### src/rtl/gpio_mux_pkg.sv
package gpio_mux_pkg;

    localparam int PAD_COUNT   = 10;
    localparam int SMALL_PINS  = 6;
    localparam int CLK_SEL_W   = 2;
    localparam int LED_MODE_W  = 2;

    localparam logic [LED_MODE_W-1:0] LED_UNUSED = 2'b00;
    localparam logic [LED_MODE_W-1:0] LED_DARK   = 2'b01;
    localparam logic [LED_MODE_W-1:0] LED_LIT    = 2'b10;
    localparam logic [LED_MODE_W-1:0] LED_PULSE  = 2'b11;

    typedef enum logic [3:0] {
        OWN_NONE    = 4'd0,
        OWN_PORT    = 4'd1,
        OWN_PORT_IN = 4'd2,
        OWN_VPP     = 4'd3,
        OWN_OSC     = 4'd4,
        OWN_REF     = 4'd5,
        OWN_DBG_DAT = 4'd6,
        OWN_DBG_CLK = 4'd7,
        OWN_CLKOUT  = 4'd8,
        OWN_LED     = 4'd9
    } owner_e;

    typedef struct packed {
        logic vpp_req;
        logic osc_req;
        logic ref_req;
        logic dbg_req;
        logic clk4_req;
        logic clk6_req;
        logic led_req;
        logic led_val;
        logic clk_src;
        logic dbg_oe;
        logic dbg_out;
    } role_req_t;

    typedef struct packed {
        logic s1;
        logic s2;
    } sync_t;

endpackage

### src/rtl/gpio_dbg_sync.sv
module gpio_dbg_sync (
    input  logic clk,
    input  logic rst_n,
    input  logic async_i,
    output logic sync_o
);
    import gpio_mux_pkg::*;

    sync_t stage_d, stage_q;

    always_comb begin
        stage_d    = stage_q;
        stage_d.s1 = async_i;
        stage_d.s2 = stage_q.s1;
    end

    always_ff @(posedge clk or negedge rst_n) begin
        if (!rst_n) stage_q <= '0;
        else        stage_q <= stage_d;
    end

    assign sync_o = stage_q.s2;

endmodule

### src/rtl/gpio_role_decode.sv
module gpio_role_decode
    import gpio_mux_pkg::*;
(
    input  logic                  dbg_sync_i,
    input  logic                  dbg_data_oe_i,
    input  logic                  dbg_data_out_i,
    input  logic                  prog_volt_i,
    input  logic                  osc_en_i,
    input  logic                  ref_en_i,
    input  logic                  clk_en_i,
    input  logic [CLK_SEL_W-1:0]  clk_sel_i,
    input  logic                  clk_src_i,
    input  logic [LED_MODE_W-1:0] led_mode_i,
    input  logic                  led_blink_i,
    output role_req_t             req_o
);

    always_comb begin
        req_o          = '0;
        req_o.vpp_req  = prog_volt_i;
        req_o.osc_req  = osc_en_i;
        req_o.ref_req  = ref_en_i;
        req_o.dbg_req  = dbg_sync_i;
        req_o.clk4_req = clk_en_i & clk_sel_i[0];
        req_o.clk6_req = clk_en_i & clk_sel_i[1];
        req_o.led_req  = (led_mode_i != LED_UNUSED);
        unique case (led_mode_i)
            LED_DARK:  req_o.led_val = 1'b0;
            LED_LIT:   req_o.led_val = 1'b1;
            LED_PULSE: req_o.led_val = led_blink_i;
            default:   req_o.led_val = 1'b0;
        endcase
        req_o.clk_src  = clk_src_i;
        req_o.dbg_oe   = dbg_data_oe_i;
        req_o.dbg_out  = dbg_data_out_i;
    end

endmodule

### src/rtl/gpio_pin_arb.sv
module gpio_pin_arb
    import gpio_mux_pkg::*;
#(
    parameter int PIN_IDX = 0,
    parameter bit PRESENT = 1'b1
) (
    input  role_req_t req_i,
    input  logic      dir_i,
    input  logic      pout_i,
    input  logic      pin_i,
    output owner_e    owner_o,
    output logic      oe_o,
    output logic      out_o,
    output logic      rd_o,
    output logic      fn_in_o
);

    owner_e owner;

    always_comb begin
        owner = OWN_PORT;
        if (!PRESENT) begin
            owner = OWN_NONE;
        end else begin
            case (PIN_IDX)
                0: begin
                    if (req_i.vpp_req)      owner = OWN_VPP;
                    else if (req_i.osc_req) owner = OWN_OSC;
                    else                    owner = OWN_PORT_IN;
                end
                3: owner = req_i.ref_req ? OWN_REF : OWN_PORT;
                4: begin
                    if (req_i.dbg_req)       owner = OWN_DBG_DAT;
                    else if (req_i.clk4_req) owner = OWN_CLKOUT;
                    else                     owner = OWN_PORT;
                end
                5: begin
                    if (req_i.dbg_req)      owner = OWN_DBG_CLK;
                    else if (req_i.led_req) owner = OWN_LED;
                    else                    owner = OWN_PORT;
                end
                6: owner = req_i.clk6_req ? OWN_CLKOUT : OWN_PORT;
                default: owner = OWN_PORT;
            endcase
        end
    end

    always_comb begin
        oe_o    = 1'b0;
        out_o   = 1'b0;
        rd_o    = 1'b0;
        fn_in_o = 1'b0;
        case (owner)
            OWN_PORT: begin
                oe_o  = dir_i;
                out_o = dir_i & pout_i;
                rd_o  = pin_i;
            end
            OWN_PORT_IN: rd_o = pin_i;
            OWN_REF, OWN_DBG_CLK: fn_in_o = pin_i;
            OWN_DBG_DAT: begin
                oe_o    = req_i.dbg_oe;
                out_o   = req_i.dbg_oe & req_i.dbg_out;
                fn_in_o = pin_i;
            end
            OWN_CLKOUT: begin
                oe_o  = 1'b1;
                out_o = req_i.clk_src;
            end
            OWN_LED: begin
                oe_o  = 1'b1;
                out_o = req_i.led_val;
            end
            default: ;
        endcase
    end

    assign owner_o = owner;

endmodule

### src/rtl/gpio_prio_mux.sv
module gpio_prio_mux
    import gpio_mux_pkg::*;
#(
    parameter bit LARGE_PKG = 1'b1
) (
    input  logic                  clk,
    input  logic                  rst_n,
    input  logic                  dbg_active_i,
    input  logic                  dbg_data_oe_i,
    input  logic                  dbg_data_out_i,
    input  logic                  prog_volt_i,
    input  logic                  osc_en_i,
    input  logic                  ref_en_i,
    input  logic                  clk_en_i,
    input  logic [CLK_SEL_W-1:0]  clk_sel_i,
    input  logic                  clk_src_i,
    input  logic [LED_MODE_W-1:0] led_mode_i,
    input  logic                  led_blink_i,
    input  logic [PAD_COUNT-1:0]  port_dir_i,
    input  logic [PAD_COUNT-1:0]  port_out_i,
    input  logic [PAD_COUNT-1:0]  pad_in_i,
    output logic [PAD_COUNT-1:0]  pad_oe_o,
    output logic [PAD_COUNT-1:0]  pad_out_o,
    output logic [PAD_COUNT-1:0]  port_rd_o,
    output logic                  ref_clk_o,
    output logic                  dbg_data_in_o,
    output logic                  dbg_clk_in_o,
    output logic                  led_status_o
);

    localparam int REF_PIN = 3;
    localparam int DAT_PIN = 4;
    localparam int LED_PIN = 5;

    logic                 dbg_sync;
    role_req_t            req;
    owner_e               owner [PAD_COUNT];
    logic [PAD_COUNT-1:0] fn_in;

    gpio_dbg_sync u_sync (
        .clk     (clk),
        .rst_n   (rst_n),
        .async_i (dbg_active_i),
        .sync_o  (dbg_sync)
    );

    gpio_role_decode u_decode (
        .dbg_sync_i     (dbg_sync),
        .dbg_data_oe_i  (dbg_data_oe_i),
        .dbg_data_out_i (dbg_data_out_i),
        .prog_volt_i    (prog_volt_i),
        .osc_en_i       (osc_en_i),
        .ref_en_i       (ref_en_i),
        .clk_en_i       (clk_en_i),
        .clk_sel_i      (clk_sel_i),
        .clk_src_i      (clk_src_i),
        .led_mode_i     (led_mode_i),
        .led_blink_i    (led_blink_i),
        .req_o          (req)
    );

    for (genvar p = 0; p < PAD_COUNT; p++) begin : g_pin
        gpio_pin_arb #(
            .PIN_IDX (p),
            .PRESENT (LARGE_PKG || (p < SMALL_PINS))
        ) u_arb (
            .req_i   (req),
            .dir_i   (port_dir_i[p]),
            .pout_i  (port_out_i[p]),
            .pin_i   (pad_in_i[p]),
            .owner_o (owner[p]),
            .oe_o    (pad_oe_o[p]),
            .out_o   (pad_out_o[p]),
            .rd_o    (port_rd_o[p]),
            .fn_in_o (fn_in[p])
        );
    end

    assign ref_clk_o     = fn_in[REF_PIN];
    assign dbg_data_in_o = fn_in[DAT_PIN];
    assign dbg_clk_in_o  = fn_in[LED_PIN];
    assign led_status_o  = (owner[LED_PIN] == OWN_LED) & pad_out_o[LED_PIN];

    AST_REF_NO_DRIVE: assert property (@(posedge clk) disable iff (!rst_n)
        ref_en_i |-> (!pad_oe_o[REF_PIN] && !port_rd_o[REF_PIN] && ref_clk_o == pad_in_i[REF_PIN]));
    AST_DBG_DATA_OWN: assert property (@(posedge clk) disable iff (!rst_n)
        dbg_sync |-> (pad_oe_o[DAT_PIN] == dbg_data_oe_i && !port_rd_o[DAT_PIN]));
    AST_CLK_ON_PIN4: assert property (@(posedge clk) disable iff (!rst_n)
        (!dbg_sync && clk_en_i && clk_sel_i[0]) |-> (pad_oe_o[DAT_PIN] && pad_out_o[DAT_PIN] == clk_src_i));
    AST_DBG_CLK_INPUT: assert property (@(posedge clk) disable iff (!rst_n)
        dbg_sync |-> (!pad_oe_o[LED_PIN] && dbg_clk_in_o == pad_in_i[LED_PIN]));
    AST_LED_FORCES_OUT: assert property (@(posedge clk) disable iff (!rst_n)
        (!dbg_sync && led_mode_i != LED_UNUSED) |-> pad_oe_o[LED_PIN]);
    AST_PIN0_UNDRIVEN: assert property (@(posedge clk) disable iff (!rst_n)
        (prog_volt_i || osc_en_i) |-> (!pad_oe_o[0] && !port_rd_o[0]));
    AST_OUT_QUIET: assert property (@(posedge clk) disable iff (!rst_n)
        (pad_out_o & ~pad_oe_o) == '0);

endmodule

### config.mk
export PLATFORM = sky130hd
export DESIGN_NAME = gpio_prio_mux
export DESIGN_NICKNAME = d
export VERILOG_FILES = /design/src/rtl/gpio_mux_pkg.sv /design/src/rtl/gpio_dbg_sync.sv /design/src/rtl/gpio_role_decode.sv /design/src/rtl/gpio_pin_arb.sv /design/src/rtl/gpio_prio_mux.sv
export SDC_FILE = /design/constraint.sdc
export NUM_CORES = 1
export LEC_CHECK = 0
export ABC_CLOCK_PERIOD_IN_PS = 2000
export BUFFER_PORTS_ARGS = -buffer_cell sky130_fd_sc_hd__buf_4
export CORE_MARGIN = 4
export CORE_UTILIZATION = 31
export CTS_BUF_LIST = sky130_fd_sc_hd__clkbuf_4 sky130_fd_sc_hd__clkbuf_8
export CTS_CLUSTER_SIZE = 25
export DETAILED_ROUTE_END_ITERATION = 16
export PLACE_DENSITY = 0.87
export SYNTH_ARGS = -nofsm -noshare
export SYNTH_HDL_FRONTEND = slang
export SYNTH_SLANG_ARGS = --single-unit
### constraint.sdc
create_clock -name clk -period 2 [get_ports clk]
set_clock_uncertainty 0.2 [all_clocks]
set_input_delay 0.5 -clock clk [delete_from_list [all_inputs] [get_ports clk]]
set_output_delay 0.5 -clock clk [all_outputs]
set_load 0.01 [all_outputs]
==> impl_metrics.yaml <==
drt:
  routed_wire_length_per_instance_um: 11.30
  final_antenna_net_count: 0
  vias_after_detailed_routing: 530
  first_iteration_detailed_routing_drc_count: 1
  via_per_inst: 4.309
  detail_route.drc_violations: 0
  drt-pass1-iter-count: 4
  routed_wirelength_um: 1390
global_routing:
  grt_antenna_before_repair: 0
  gr-total-overflow: 0
  grt_pass1_vias: 493
  pin_count_of_the_biggest_net_entering_global_routing: 12
  global_route_wire_length_before_repair_um: 1849
  all_layer_global_routing_usage_pct: 11.23
placed_design:
  post_dp_cell_area_um2: 770.7
  dp.cells: 119
  globalplace.congestion: 0.6916
  post-dp-hpwl_um: 1270
  port-buffer-count: 64
setup_path:
  worstPathBufferInverterCount: 1
  path_delay_family: "flip-flops"
  rrSetupSlack_ps: 1340
  critPathArrivalTime_ps: 1190
  worst_setup_path_startpoint: "u_sync.sync_o"
  critical_path.reg2reg.endpoint: "u_sync.sync_o"
  timing.critical_path.fanout_max: 11
  number_of_cells_on_the_worst_reg_to_reg_path: 0
  crit_chain: "a21oi_1 > nand3_1 > o211ai_1 > buf_4"
  critical-path-slowest-cell: "sky130_fd_sc_hd__dfrtp_2"
  crit_path_to: "pad_out_o[4]"
  critical_path_cell_count: 4
  criticalPathCategory: "register to output port"
  r2r_start: "u_sync.stage_d[0]"
  timing.critical_path.slowest_cell_delay_ps: 470
  worstPathRequired_ps: 1300
  cp-end-kind: "output port"
  startpoint_type: "register"
layout:
  antennaDiodeCount: 0
  nNetsFinal: 154
  area_growth_syn_to_layout_pct: 59.95
  ff_latch_area_um2: 51.30
  multi_input_comb_area_um2: 216.5
  final_cell_count_no_fill: 123
  fill_cells: 151
  finish.instance_area_um2: 804.5
  drive_gt1_share_pct: 65.42
die:
  dieArea_um2: 2331
  initial_core_utilization_pct: 33.00
  area_of_the_core_um2: 1524
  rows: 14
  io-pin-count: 79
  chipHeight_um: 48.28
  die_width_um: 48.28
yosys:
  synth-simple-area-share_pct: 34.33
  largest_family_of_logic_cells_by_synthesized_area: "buffers and inverters"
  synth_cell_types: 18
  synth_adder_area_share_pct: 0
  synth.yosys.seq_area_share_pct: 9.950
  warnings_from_yosys: 0
  yosys.area_share.xor_xnor_pct: 0
  yosys-mux-area-fraction_pct: 0
  synth_area_um2: 503.0
  synth_area_per_cell_um2: 7.290
  synth_largest_area_cell: "sky130_fd_sc_hd__buf_4"
  synth-edff-count: 0
  cells_taking_the_most_area_after_synthesis: "sky130_fd_sc_hd__buf_4 45%, sky130_fd_sc_hd__and2_1 14%, sky130_fd_sc_hd__dfrtp_1 10%"
  synth_commonest_cells: "30 x sky130_fd_sc_hd__buf_4, 11 x sky130_fd_sc_hd__and2_1, 6 x sky130_fd_sc_hd__nand3_1"
  netlist.area_leader.share_pct: 44.78
  asyncSetResetFlopFracSynth_pct: 100.0
  netlist_instances: 69
  compound_cell_area_share_of_the_yosys_netlist_pct: 7.214
  synth-seq-cells: 2
  yosys_most_used_dff: "sky130_fd_sc_hd__dfrtp_1"
  yosysMostFrequentCell: "sky130_fd_sc_hd__buf_4"
sta:
  tns_ps: 0
  layout_worst_path_cycle_share_pct: 94.41
  grt_setup_unrepaired: "no"
  slew_viol_final: 0
  achievable-frequency_mhz: 529.6
  timing.final.setup_violations: 0
  timing.final.hold_violations: 0
  final.min_clock_period_ps: 1888
  holdWs_ps: 144.7
power:
  pleak_uw: 0.0004432
  worst_ir_drop_vdd_mv: 0.3797
  power_density_over_cell_area_nw_per_um2: 354.8
worst_hold_path:
  hold_path_class: "register to register"
  timing.hold.worst_path_depth: 0
  hold_path.startpoint: "u_sync.stage_d[0]"
job:
  max_cap_viols: 0
clocking:
  postCtsSetupRepairBufs: 0
  cts_made_buffers: 3
  clockRootBuffer: "sky130_fd_sc_hd__clkbuf_4"
  max-clock-path-buffers: 2
  clock_insertion_delay_at_the_later_pin_of_the_skew_report_ps: 220
  tritoncts: "built"
  cts.sink_count: 2
  h-tree-depth: 1
  cts.reportedPaths.clkPinSlew_ps: 30
run_status:
  outcome: "completed"
-- power by group --
group / switching, uW / internal, uW / leakage [uW] / total [uW]
Sequential: 3.53 / 43.0 / 0.0000223 / 46.6
Clock: 19.9 / 66.0 / 0.0000138 / 85.9
Combinational: 55.8 / 97.2 / 0.000407 / 153
-- through the flow --
stage	total power (uW)	util (%)	worst slack [ps]
4_1_cts	291.3	52.71	41.18
5_1_grt	313.6	52.79	16.61
6_report	285.5	52.79	111.9
3_5_place_dp	200.3	50.57	178.5
3_3_place_gp	196.5	50.57	188.0
2_1_floorplan	140.1	-	362.3
-- layer usage --
| metal | vias up | track usage (%) | share of wire (%) |
|---|---|---|---|
| met1 | 235 | 9.011 | 27 |
| met4 | 0 | 3.226 | 0 |
| met5 | - | 0 | 0 |
| met2 | 27 | 24.22 | 66 |
| met3 | 0 | 3.690 | 6.7 |
| li1 | 268 | - | - |
-- sequential cells by signal, summed over array words and instances (netlist names) --
| name | count |
|---|---|
| u_sync.stage_d | 1 |
| u_sync.sync_o | 1 |
-- how the worst min path moves through the flow --
| stage | slack (ps) | endpoint |
|---|---|---|
| after global routing | 170 | u_sync.sync_o |
| after floorplan | 4 | u_sync.stage_d[0] |
| after global placement | 80 | u_sync.stage_d[0] |
| after CTS | 150 | u_sync.sync_o |
| final | 140 | u_sync.sync_o |
| after detailed placement | 80 | u_sync.stage_d[0] |
-- logic make-up after synthesis --
group | Yosys count
flops | 2
simple gates | 28
other cells | 1
compound gates | 6
buf+inv | 32
-- cell type report --
| class | instances | share of cell area (%) |
|---|---|---|
| Tap cell | 16 | 2.488 |
| Clock buffer | 3 | 2.799 |
| Inverter | 1 | 0.4666 |
| Multi-Input combinational cell | 36 | 26.91 |
| Sequential cell | 2 | 6.376 |
| Timing Repair Buffer | 65 | 60.96 |
-- placed cells by master, fill, tap and decap left out --
| cell | n |
|---|---|
| sky130_fd_sc_hd__and2_1 | 11 |
| sky130_fd_sc_hd__nor2b_1 | 2 |
| sky130_fd_sc_hd__o211ai_1 | 1 |
| sky130_fd_sc_hd__dfrtp_2 | 1 |
| sky130_fd_sc_hd__nor3b_1 | 1 |
| sky130_fd_sc_hd__o21ai_2 | 1 |
| sky130_fd_sc_hd__dfrtp_1 | 1 |
| sky130_fd_sc_hd__dlygate4sd3_1 | 1 |
| sky130_fd_sc_hd__nor3_1 | 1 |
| sky130_fd_sc_hd__nand3_1 | 6 |
| sky130_fd_sc_hd__nor4b_4 | 1 |
| sky130_fd_sc_hd__clkbuf_4 | 3 |
| sky130_fd_sc_hd__buf_4 | 64 |
| sky130_fd_sc_hd__conb_1 | 2 |
| sky130_fd_sc_hd__o21ai_0 | 1 |
| sky130_fd_sc_hd__nand2b_1 | 1 |
| sky130_fd_sc_hd__nand2_1 | 3 |
| sky130_fd_sc_hd__nor2_1 | 2 |
| sky130_fd_sc_hd__a21oi_1 | 3 |
| sky130_fd_sc_hd__inv_1 | 1 |
-- repair_timing --
action	in CTS	in global routing
resized for setup	0	1
hold endpoints to repair	2	0
setup endpoints to repair	0	1
hold buffers	1	0
Power figures use the tool's default switching activity.
